`src/rtl/nca_pkg.sv`:
```
package nca_pkg;

   // Command codes; the numeric values are the external encoding.
   typedef enum logic [3:0] {
      OP_LOAD_A    = 4'd0,
      OP_LOAD_B    = 4'd1,
      OP_EMIT_A    = 4'd2,
      OP_COPY_B    = 4'd3,
      OP_COPY_FLAG = 4'd4,
      OP_ADD       = 4'd5,
      OP_SUB       = 4'd6,
      OP_AND       = 4'd7,
      OP_OR        = 4'd8,
      OP_SET_MODE  = 4'd9
   } op_e;

   localparam int OP_W = 4;
   localparam int FLAG_W = 4;

   // Debug index identifiers.
   localparam int ID_REG_A = 0;
   localparam int ID_REG_B = 1;
   localparam int ID_MODE  = 2;
   localparam int ID_FLAG  = 3;

   typedef struct packed {
      logic ovf;
      logic neg;
      logic zero;
      logic carry;
   } flags_t;

   typedef enum logic [1:0] {
      A_FROM_DATA = 2'd0,
      A_FROM_B    = 2'd1,
      A_FROM_FLAG = 2'd2,
      A_FROM_ALU  = 2'd3
   } a_src_e;

   typedef enum logic [1:0] {
      FN_ADD = 2'd0,
      FN_SUB = 2'd1,
      FN_AND = 2'd2,
      FN_OR  = 2'd3
   } alu_fn_e;

   typedef struct packed {
      logic    wr_a;
      a_src_e  a_src;
      logic    wr_b;
      logic    wr_flag;
      logic    wr_mode;
      logic    emit;
      alu_fn_e fn;
   } ctrl_t;

endpackage

```
`src/rtl/nca_decode.sv`:
```
module nca_decode
   import nca_pkg::*;
(
   input  logic            vld_i,
   input  logic [OP_W-1:0] code_i,
   output ctrl_t           ctrl_o
);

   always_comb begin
      ctrl_o       = '0;
      ctrl_o.a_src = A_FROM_DATA;
      ctrl_o.fn    = FN_ADD;
      if (vld_i) begin
         case (code_i)
            OP_LOAD_A: begin
               ctrl_o.wr_a  = 1'b1;
               ctrl_o.a_src = A_FROM_DATA;
            end
            OP_LOAD_B: ctrl_o.wr_b = 1'b1;
            OP_EMIT_A: ctrl_o.emit = 1'b1;
            OP_COPY_B: begin
               ctrl_o.wr_a  = 1'b1;
               ctrl_o.a_src = A_FROM_B;
            end
            OP_COPY_FLAG: begin
               ctrl_o.wr_a  = 1'b1;
               ctrl_o.a_src = A_FROM_FLAG;
            end
            OP_ADD, OP_SUB, OP_AND, OP_OR: begin
               ctrl_o.wr_a    = 1'b1;
               ctrl_o.a_src   = A_FROM_ALU;
               ctrl_o.wr_flag = 1'b1;
               case (code_i)
                  OP_ADD:  ctrl_o.fn = FN_ADD;
                  OP_SUB:  ctrl_o.fn = FN_SUB;
                  OP_AND:  ctrl_o.fn = FN_AND;
                  default: ctrl_o.fn = FN_OR;
               endcase
            end
            OP_SET_MODE: ctrl_o.wr_mode = 1'b1;
            default: ; // codes 10..15: no effect
         endcase
      end
   end

endmodule

```
`src/rtl/nca_alu.sv`:
```
module nca_alu
   import nca_pkg::*;
#(
   parameter int DW     = 4,
   parameter bit SAT_EN = 1'b1
)(
   input  logic [DW-1:0] a_i,
   input  logic [DW-1:0] b_i,
   input  alu_fn_e       fn_i,
   input  logic          sat_i,
   output logic [DW-1:0] res_o,
   output flags_t        flags_o
);

   localparam int MSB = DW - 1;

   logic [DW:0]   sum_w;
   logic [DW:0]   dif_w;
   logic [DW-1:0] raw_w;
   logic          cy_w;
   logic          ov_w;

   always_comb begin
      sum_w = {1'b0, a_i} + {1'b0, b_i};
      dif_w = {1'b0, a_i} - {1'b0, b_i};
      raw_w = sum_w[DW-1:0];
      cy_w  = 1'b0;
      ov_w  = 1'b0;
      case (fn_i)
         FN_ADD: begin
            raw_w = sum_w[DW-1:0];
            cy_w  = sum_w[DW];
            ov_w  = (a_i[MSB] == b_i[MSB]) && (raw_w[MSB] != a_i[MSB]);
         end
         FN_SUB: begin
            raw_w = dif_w[DW-1:0];
            cy_w  = ~dif_w[DW];
            ov_w  = (a_i[MSB] != b_i[MSB]) && (raw_w[MSB] != a_i[MSB]);
         end
         FN_AND: raw_w = a_i & b_i;
         default: raw_w = a_i | b_i;
      endcase
      flags_o.ovf   = ov_w;
      flags_o.neg   = raw_w[MSB];
      flags_o.zero  = (raw_w == '0);
      flags_o.carry = cy_w;
   end

   generate
      if (SAT_EN) begin : g_sat
         always_comb begin
            res_o = raw_w;
            if (sat_i) begin
               if (fn_i == FN_ADD && cy_w)
                  res_o = '1;
               else if (fn_i == FN_SUB && !cy_w)
                  res_o = '0;
            end
         end
      end else begin : g_wrap
         logic unused_sat;
         assign unused_sat = sat_i;
         assign res_o = raw_w;
      end
   endgenerate

endmodule

```
`src/rtl/nca_regs.sv`:
```
module nca_regs
   import nca_pkg::*;
#(
   parameter int DW = 4
)(
   input  logic          clk_i,
   input  logic          rst_i,
   input  ctrl_t         ctrl_i,
   input  logic [DW-1:0] data_i,
   input  logic [DW-1:0] alu_res_i,
   input  flags_t        alu_flags_i,
   output logic [DW-1:0] a_o,
   output logic [DW-1:0] b_o,
   output flags_t        flag_o,
   output logic          mode_o,
   output logic [DW-1:0] out_o,
   output logic          out_vld_o
);

   logic [DW-1:0] a_next;

   always_comb begin
      case (ctrl_i.a_src)
         A_FROM_DATA: a_next = data_i;
         A_FROM_B:    a_next = b_o;
         A_FROM_FLAG: a_next = DW'(flag_o);
         default:     a_next = alu_res_i;
      endcase
   end

   always_ff @(posedge clk_i) begin
      if (rst_i) begin
         a_o       <= '0;
         b_o       <= '0;
         flag_o    <= '0;
         mode_o    <= 1'b0;
         out_o     <= '0;
         out_vld_o <= 1'b0;
      end else begin
         out_vld_o <= ctrl_i.emit;
         if (ctrl_i.emit)    out_o  <= a_o;
         if (ctrl_i.wr_a)    a_o    <= a_next;
         if (ctrl_i.wr_b)    b_o    <= data_i;
         if (ctrl_i.wr_flag) flag_o <= alu_flags_i;
         if (ctrl_i.wr_mode) mode_o <= data_i[0];
      end
   end

endmodule

```
`src/rtl/nca_dbg_mux.sv`:
```
module nca_dbg_mux
   import nca_pkg::*;
#(
   parameter int DW    = 4,
   parameter int IDX_W = 8
)(
   input  logic [IDX_W-1:0] idx_i,
   input  logic [DW-1:0]    a_i,
   input  logic [DW-1:0]    b_i,
   input  logic             mode_i,
   input  flags_t           flag_i,
   output logic [DW-1:0]    data_o
);

   always_comb begin
      if (idx_i == IDX_W'(ID_REG_A))
         data_o = a_i;
      else if (idx_i == IDX_W'(ID_REG_B))
         data_o = b_i;
      else if (idx_i == IDX_W'(ID_MODE))
         data_o = DW'(mode_i);
      else if (idx_i == IDX_W'(ID_FLAG))
         data_o = DW'(flag_i);
      else
         data_o = '0;
   end

endmodule

```
`src/rtl/nib_cmd_alu.sv`:
```
module nib_cmd_alu
   import nca_pkg::*;
#(
   parameter int DW     = 4,
   parameter int IDX_W  = 8,
   parameter bit SAT_EN = 1'b1
)(
   input  logic                 clk_i,
   input  logic                 rst_i,
   input  logic                 cmd_vld_i,
   input  logic [3:0]           cmd_i,
   input  logic [DW-1:0]        data_i,
   input  logic [IDX_W-1:0]     dbg_idx_i,
   output logic [DW-1:0]        out_o,
   output logic                 out_vld_o,
   output logic [DW-1:0]        dbg_data_o,
   output logic [DW-1:0]        reg_a_o,
   output logic [DW-1:0]        reg_b_o,
   output logic [FLAG_W-1:0]    flag_o,
   output logic                 mode_o
);

   generate
      if (DW < FLAG_W) begin : g_bad_dw
         $error("nib_cmd_alu: DW must be at least the flag width");
      end
      if (IDX_W < 2) begin : g_bad_idx
         $error("nib_cmd_alu: IDX_W must cover four register ids");
      end
   endgenerate

   ctrl_t         ctrl_w;
   logic [DW-1:0] alu_res_w;
   flags_t        alu_flags_w;
   flags_t        flag_q;

   nca_decode u_decode (
      .vld_i  (cmd_vld_i),
      .code_i (cmd_i),
      .ctrl_o (ctrl_w)
   );

   nca_alu #(.DW(DW), .SAT_EN(SAT_EN)) u_alu (
      .a_i     (reg_a_o),
      .b_i     (reg_b_o),
      .fn_i    (ctrl_w.fn),
      .sat_i   (mode_o),
      .res_o   (alu_res_w),
      .flags_o (alu_flags_w)
   );

   nca_regs #(.DW(DW)) u_regs (
      .clk_i       (clk_i),
      .rst_i       (rst_i),
      .ctrl_i      (ctrl_w),
      .data_i      (data_i),
      .alu_res_i   (alu_res_w),
      .alu_flags_i (alu_flags_w),
      .a_o         (reg_a_o),
      .b_o         (reg_b_o),
      .flag_o      (flag_q),
      .mode_o      (mode_o),
      .out_o       (out_o),
      .out_vld_o   (out_vld_o)
   );

   assign flag_o = flag_q;

   nca_dbg_mux #(.DW(DW), .IDX_W(IDX_W)) u_dbg (
      .idx_i  (dbg_idx_i),
      .a_i    (reg_a_o),
      .b_i    (reg_b_o),
      .mode_i (mode_o),
      .flag_i (flag_q),
      .data_o (dbg_data_o)
   );

endmodule

```
`config.mk`:
```
export PLATFORM = sky130hd
export DESIGN_NAME = nib_cmd_alu
export DESIGN_NICKNAME = d
export VERILOG_FILES = /design/src/rtl/nca_pkg.sv /design/src/rtl/nca_decode.sv /design/src/rtl/nca_alu.sv /design/src/rtl/nca_regs.sv /design/src/rtl/nca_dbg_mux.sv /design/src/rtl/nib_cmd_alu.sv
export SDC_FILE = /design/constraint.sdc
export NUM_CORES = 1
export LEC_CHECK = 0
export ABC_AREA = 1
export BUFFER_PORTS_ARGS = -buffer_cell sky130_fd_sc_hd__buf_2
export CAP_MARGIN = 10
export CORE_MARGIN = 4
export CORE_UTILIZATION = 45
export DETAILED_ROUTE_END_ITERATION = 6
export PLACE_DENSITY = 0.68
export SLEW_MARGIN = 20
export SYNTH_ARGS = -nofsm -noshare
export SYNTH_HDL_FRONTEND = slang
export SYNTH_HIERARCHICAL = 1
export SYNTH_SLANG_ARGS = --single-unit
export TNS_END_PERCENT = 50
```
`constraint.sdc`:
```
create_clock -name clk_i -period 5.4 [get_ports clk_i]
set_input_delay 0.54 -clock clk_i [delete_from_list [all_inputs] [get_ports clk_i]]
set_output_delay 0.54 -clock clk_i [all_outputs]
set_load 0.02 [all_outputs]
```
-- After elaboration in Yosys (flattened, before gate mapping)
Index checks and enable logic that the tools add are counted.
- word-level logic and storage cells: 64
- input port bits: 19
- output and inout port bits: 22
- register bits: 18
- reductions and logical operators: 11
- muxes and demuxes: 19
- bitwise gates (word level): 3
- equality and inequality tests: 20
- add/subtract/negate cells: 2
- operator list (cell ; number):
    4-bit 2-to-1 mux ; 7
    4-bit one-hot mux with 3 select lines ; 2
    4-bit by 3-bit == test with 1-bit output, second input constant ; 4
    8-bit by 2-bit == test with 1-bit output, second input constant ; 2
    3-bit one-hot mux with 4 select lines ; 1
    9-bit 2-to-1 mux ; 1
    4-bit by 2-bit == test with 1-bit output, second input constant ; 2
    4-bit == test, second input constant ; 2
    8-bit by 1-bit == test with 1-bit output, second input constant ; 1
    4-bit logical NOT ; 2
    8-bit logical NOT ; 1
    2-bit one-hot mux with 3 select lines ; 1
    4-bit by 4-bit adder with 5-bit output ; 1
    4-bit by 4-bit subtractor with 5-bit output ; 1
    4-bit AND ; 1
    2-bit by 1-bit == test with 1-bit output, second input constant ; 2
    2-bit == test, second input constant ; 2
    4-bit by 1-bit == test with 1-bit output, second input constant ; 1
    1-bit logical AND ; 4
    2-bit logical NOT ; 2
    1-bit 2-to-1 mux ; 4
    4-bit bitwise OR ; 1
    1-bit one-hot mux with 2 select lines ; 2
    4-bit OR reduction ; 1
    other kinds (5) ; 7

-- Longest topological paths before layout
Gate-level depths: netlist (run 1).
- word-level depth: 12
- depth in mapped cells: 20
- mapped depth without buffers: 19

-- By module
Netlist (run 1), hierarchy kept.
- modules (own cells, without submodules) (module ; area each (µm²) ; cells an instance ; seq. area each (µm²) ; instances):
    nca_regs ; 768.2 ; 104 ; 360.3 ; 1
    nca_alu ; 655.6 ; 109 ; 0.0 ; 1
    nca_dbg_mux ; 187.7 ; 40 ; 0.0 ; 1
    nca_decode ; 137.6 ; 35 ; 0.0 ; 1

-- Least setup slack after synthesis (run 1)
OpenSTA, ideal clock, no wires.
- path kind: in2reg
- start: in cmd_i[2]
- end: reg u_regs.a_o[2]
- data required time: 5.281 ns
- stages: 15
- setup slack: 3.357 ns
- path buffers: 0
- data arrival time: 1.924 ns
- path through: inv_1 > nor2_1 > nand2_1 > nand2_1 > nand2_2 > nor2_1 > inv_2 > nor2_1 > nand4_1 > o21ai_0 > nand2_1 > nor2_1 > nor2_1 > nand2_1 > a21oi_2
- RTL lines (what ; line ; RTL):
    start: declaration ; nib_cmd_alu.sv:11 ; input logic [3:0] cmd_i,
    end signal: assignment ; nca_regs.sv:42 ; if (ctrl_i.wr_a) a_o <= a_next;
    end: declaration ; nca_regs.sv:12 ; output logic [DW-1:0] a_o,

==> results of run 1 <==
==> worst paths after layout <==
path,end,start,cells after the start
hold reg to reg,u_regs/out_o[2]$_SDFFE_PP0P_,u_regs/out_o[2]$_SDFFE_PP0P_,2
setup / recovery,u_regs/a_o[0]$_SDFFE_PP0P_,cmd_i[2],15
hold / removal,u_regs/out_o[2]$_SDFFE_PP0P_,u_regs/out_o[2]$_SDFFE_PP0P_,2
setup reg to reg,u_regs/a_o[3]$_SDFFE_PP0P_,u_regs/a_o[3]$_SDFFE_PP0P_,12
==> worst max-delay path: stages <==
cell and delay [ns]:
buf_2 0.10, inv_1 0.04, nor2_1 0.11, nand2_1 0.08
nand2_1 0.08, nand2_2 0.07, nor2_1 0.41, nand2_1 0.24
o211ai_1 0.31, o21ai_0 0.14, inv_1 0.06, nor2_1 0.04
nor2_1 0.09, nand2_1 0.07, a21oi_2 0.10
==> stage by stage <==
stage	utilization, %	power [mW]	instances	area, sq um	worst slack [ns]
after floorplan	-	0.2030	288	1749	3.357
after global placement	52.90	0.2251	370	1966	2.927
after detailed placement	52.90	0.2255	370	1966	2.871
after CTS	54.38	0.3362	374	2021	3.137
after global routing	54.38	0.3542	374	2021	2.835
final	54.38	0.3338	374	2021	3.110
==> final cells by class <==
class / count / area share (%)
multi-input combinational: 223 / 58.27
sequential: 18 / 17.83
timing repair buffer: 40 / 9.907
inverter: 41 / 8.297
tap: 48 / 2.972
clock buffer: 4 / 2.724
==> per-layer routing <==
layer | GRT usage [%] | wire length [um] | up-vias
met5 | 0 | 0 | -
met4 | 4.681 | 70 | 0
met3 | 3.741 | 249 | 8
met2 | 31.39 | 2068 | 54
met1 | 26.23 | 2216 | 852
li1 | - | - | 990
==> cells in the final DEF, fill, tap and decap left out, types with 4 or more instances in the layout <==
master	instances
inv_2	7
dfxtp_1	18
a21oi_2	4
buf_2	40
nand2_2	5
nand3_1	40
ha_1	12
nor2_2	5
nand2_1	83
nor2_1	32
o21ai_0	10
a21oi_1	17
nand4_1	4
clkbuf_8	4
inv_1	33
==> where the power goes <==
part / internal (mW) / switching [mW]
clock: 0.0648 / 0.0460
combinational: 0.0298 / 0.0508
sequential: 0.136 / 0.00687
==> cell families (layout without fill, tap and decap cells) <==
family	count (synthesis)	count (layout)	share of synthesized area (%)
simple gates	174	174	44.28
flops	18	18	20.60
compound gates	33	33	11.09
xor+xnor	1	1	0.5008
fa+ha+maj	14	14	10.87
mux	1	1	0.5723
buf+inv	47	85	12.09
==> registers in the layout (all words and copies together), names as in the netlist <==
signal	cells
u_regs/a_o	4
u_regs/b_o	4
u_regs/flag_o	4
u_regs/out_o	4
u_regs/mode_o	1
u_regs/out_vld_o	1
==> results.yml, run 1 <==
finish:
  fin_nets: 360
  drive_gt1_share_pct: 21.78
  multiInputGateArea_sq_mm: 0.001177
  area_delta_synth_final_pct: 15.52
  diodes: 0
  nFillCells: 393
  final-seq-area_sq_um: 360.3
global_routing:
  grt_antenna_before_repair: 0
  globalRoute.totalOverflow: 0
  grt_usage_pct: 19.37
  grt_pass1_wl_um: 7879
  grt_pass1_vias: 1711
  grt_max_degree: 19
timing:
  fin_crit_sh_pct: 42.40
  max_freq_mhz: 436.7
  tightest_slew_ns: 0.5430
  finalMaxSlewViolations: 0
  tns_ns: 0
  hold_viol_final: 0
  setup_viol: 0
  relSlewSlack_pct: 63.75
  whs_ns: 0.4652
  period_needed_ns: 2.290
  skew_ns: 0.001127
  rsz0062_at_grt: "no"
hold_path:
  hold_class: "reg2reg"
die:
  coreArea_sq_mm: 0.003716
  die_h_um: 70.35
  num_rows: 22
  die_w_um: 70.35
  die_area_sq_mm: 0.004948
  io_pins: 41
  start_util_pct: 47.07
clock_tree:
  cts_tree: "done"
  clock_path_buffers: 2
  postCtsSetupRepairBufs: 0
  hold_buffers: 0
  worstSkewPairLatency_ns: 0.25
  path_clk_slew_ns: 0.07
  cts_buffers: 3
  cts.sinks: 18
  cts_resized: 0
  cts.htree.levels: 1
  clockRootBuffer: "clkbuf_8"
logic_synthesis:
  async_reset_ff_share_pct: 0
  netlist_area_sq_mm: 0.001749
  yosys_register_bits: 18
  syn-num-nets: 321
  ys_seq_area_share_pct: 20.60
  yosys_warnings: 6
  synth.most_common_cell: "nand2_1"
  synth_area_leaders: "dfxtp_1, nand2_1, nand3_1"
  syn_inst: 288
  yosys_most_used_dff: "dfxtp_1"
  synth-edff-count: 0
  synth_top_area_cell: "dfxtp_1"
  synth_commonest_cells: "nand2_1, nand3_1, inv_1, nor2_1, dfxtp_1"
  synth.distinct_cells: 26
  syn_avg_cell_area_sq_um: 6.074
  synth_top_area_share_pct: 20.60
place:
  dp_hpwl_um: 3633
  gp_congestion: 0.9088
  portBuffers: 40
critical_path:
  worstSetupStartpointType: "primary input"
  r2r_slack_ns: 3.16
  setup.worst_path.class: "in2reg"
  worstPathRequired_ns: 5.60
  crit_arrival_ns: 2.48
  path_max_fanout: 9
  end_kind: "flop"
routing:
  detail-route-antenna-nets: 0
  routed-via-count: 1904
  dr.pass1.iters: 4
  wl_um: 4605
  via_per_inst: 5.091
  drtIter0Drc: 166
  drc_errors: 0
  detail_route.wl_per_cell_um: 12.31
run_status:
  outcome: "finished clean"
power:
  vdd_drop_max_uv: 164.9
  p_leak_nw: 1.052
  powerDensity_mw_per_mm2: 165.2
run:
  cap_violations: 0
Note: power is estimated with default switching activity, not from simulation.
==> inputs of run 2 (changes only) <==
- clock period: 5.4 -> 2.2 ns (I/O delays scaled with it)
==> results.yml, run 2 (synthesis results as in run 1) <==
timing:
  finalMaxSlewViolations: 0
  whs_ns: 0.2203
  tightest_slew_ns: 0.3812
  period_needed_ns: 2.073
  fin_crit_sh_pct: 94.21
  skew_ns: 0.0004609
  setup_viol: 0
  tns_ns: 0
  rsz0062_at_grt: "no"
  max_freq_mhz: 482.5
  setup_slack_ns: 0.1273
  relSlewSlack_pct: 74.59
  hold_viol_final: 0
critical_path:
  worstPathRequired_ns: 2.34
  r2r_slack_ns: 0.13
  end_kind: "flop"
  path_cells: "inv_2 -> ha_2 -> inv_1 -> fa_2 -> nand3_2 -> and2_4 -> nand4_1 -> nand3_1 -> nand2_1 -> nor2_1 -> nor2_1 -> nand2_1 -> a21oi_2"
  crit_arrival_ns: 2.21
  path_max_fanout: 4
  setup.worst_path.class: "reg2reg"
  crit_family: "simple AND/OR/NAND/NOR gates"
  slowest_delay_ns: 0.43
  critPathSlowestCell: "fa_2"
  worstSetupStartpointType: "flop"
  critPathBufInv: 2
power:
  clockPowerShare_pct: 32.8
  vdd_drop_max_uv: 428.8
  power.total_uw: 842.3
  internal-power_uw: 579.2
  seqPwrFrac_pct: 40.3
  combPwrFrac_pct: 26.9
  switching_share_pct: 31.24
  p_switching_uw: 263.1
  p_leak_nw: 1.127
  powerDensity_mw_per_mm2: 394.4
clock_tree:
  postCtsSetupRepairBufs: 0
  cts.sinks: 18
  clockRootBuffer: "clkbuf_8"
  cts_buffers: 3
  clock_path_buffers: 2
  cts_tree: "done"
  path_clk_slew_ns: 0.07
  cts.htree.levels: 1
  worstSkewPairLatency_ns: 0.25
die:
  die_area_sq_mm: 0.004948
  start_util_pct: 47.07
  die_h_um: 70.35
  num_rows: 22
  die_w_um: 70.35
  coreArea_sq_mm: 0.003716
  io_pins: 41
global_routing:
  grt_antenna_before_repair: 0
  grt_usage_pct: 20.34
  globalRoute.totalOverflow: 0
  grt_max_degree: 19
  grt_pass1_vias: 1766
  grt_pass1_wl_um: 8321
finish:
  drive_gt1_share_pct: 26.84
  fin_cells: 387
  layout_commonest_cell: "nand2_1"
  area_delta_synth_final_pct: 22.10
  fin_nets: 373
  layout_common_cells: "nand2_1, buf_2, nand3_1"
  nFillCells: 403
  fin_util_pct: 57.47
  final_cell_area_sq_mm: 0.002136
  diodes: 0
routing:
  drc_errors: 0
  wl_um: 4886
  via_per_inst: 5.101
  drtIter0Drc: 176
  routed-via-count: 1974
  dr.pass1.iters: 6
  detail-route-antenna-nets: 0
  detail_route.wl_per_cell_um: 12.63
place:
  portBuffers: 40
  place_ws_ns: 0.1073
  dp_hpwl_um: 3894
  gp_congestion: 0.8428
  detailed_place.area_sq_mm: 0.002063
  dp_cells: 383
run:
  cap_violations: 0
hold_path:
  hold_class: "in2reg"
run_status:
  outcome: "finished clean"
==> run 2: cell types whose count changed in the layout (fill, tap and decap cells not counted), sizes merged <==
cell,change
buf,+13
==> run 2: worst register-to-register path, stage by stage (launching register included) <==
cell	delay, ns
dfxtp_4	0.36
inv_2	0.06
ha_2	0.18
inv_1	0.06
fa_2	0.43
nand3_2	0.09
and2_4	0.14
nand4_1	0.16
nand3_1	0.15
nand2_1	0.05
nor2_1	0.10
nor2_1	0.05
nand2_1	0.07
a21oi_2	0.05
==> run 2: final timing paths <==
| kind | cells after the start | end | from |
|---|---|---|---|
| min | 3 | u_regs/b_o[2]$_SDFFE_PP0P_ | data_i[2] |
| max | 13 | u_regs/a_o[3]$_SDFFE_PP0P_ | u_regs/a_o[0]$_SDFFE_PP0P_ |
| min reg2reg | 2 | u_regs/out_o[2]$_SDFFE_PP0P_ | u_regs/out_o[2]$_SDFFE_PP0P_ |
| max reg2reg | 13 | u_regs/a_o[3]$_SDFFE_PP0P_ | u_regs/a_o[0]$_SDFFE_PP0P_ |
==> run 2: power by group through the flow <==
stage | clock (mW) | combinational, mW | sequential [mW]
2_1_floorplan | 0 | 0.140 | 0.359
3_3_place_gp | 0 | 0.219 | 0.347
3_5_place_dp | 0 | 0.221 | 0.347
4_1_cts | 0.277 | 0.222 | 0.339
5_1_grt | 0.295 | 0.256 | 0.340
6_report | 0.277 | 0.227 | 0.339
==> run 2: what timing repair did <==
item	CTS	global route
setup endpoints to repair	0	5
hold buffers	0	0
endpoints found under the hold margin	0	0
gates resized for setup	0	9
==> run 2: layer usage <==
metal  global-route usage, %  up-vias  part of all wire, %
li1                        -     1017                    -
met3                   3.597        8                  8.0
met1                   28.14      875                   44
met2                   33.47       74                   47
met4                   2.979        0                  1.0
met5                       0        -                    0
==> run 2: area by class of cell <==
class	count	area [sq um]	share of cell area, %
Multi-Input combinational cell	223	1190	55.71
Sequential cell	18	365.4	17.11
Timing Repair Buffer	53	297.8	13.94
Inverter	41	167.7	7.850
Tap cell	48	60.06	2.812
Clock buffer	4	55.05	2.578
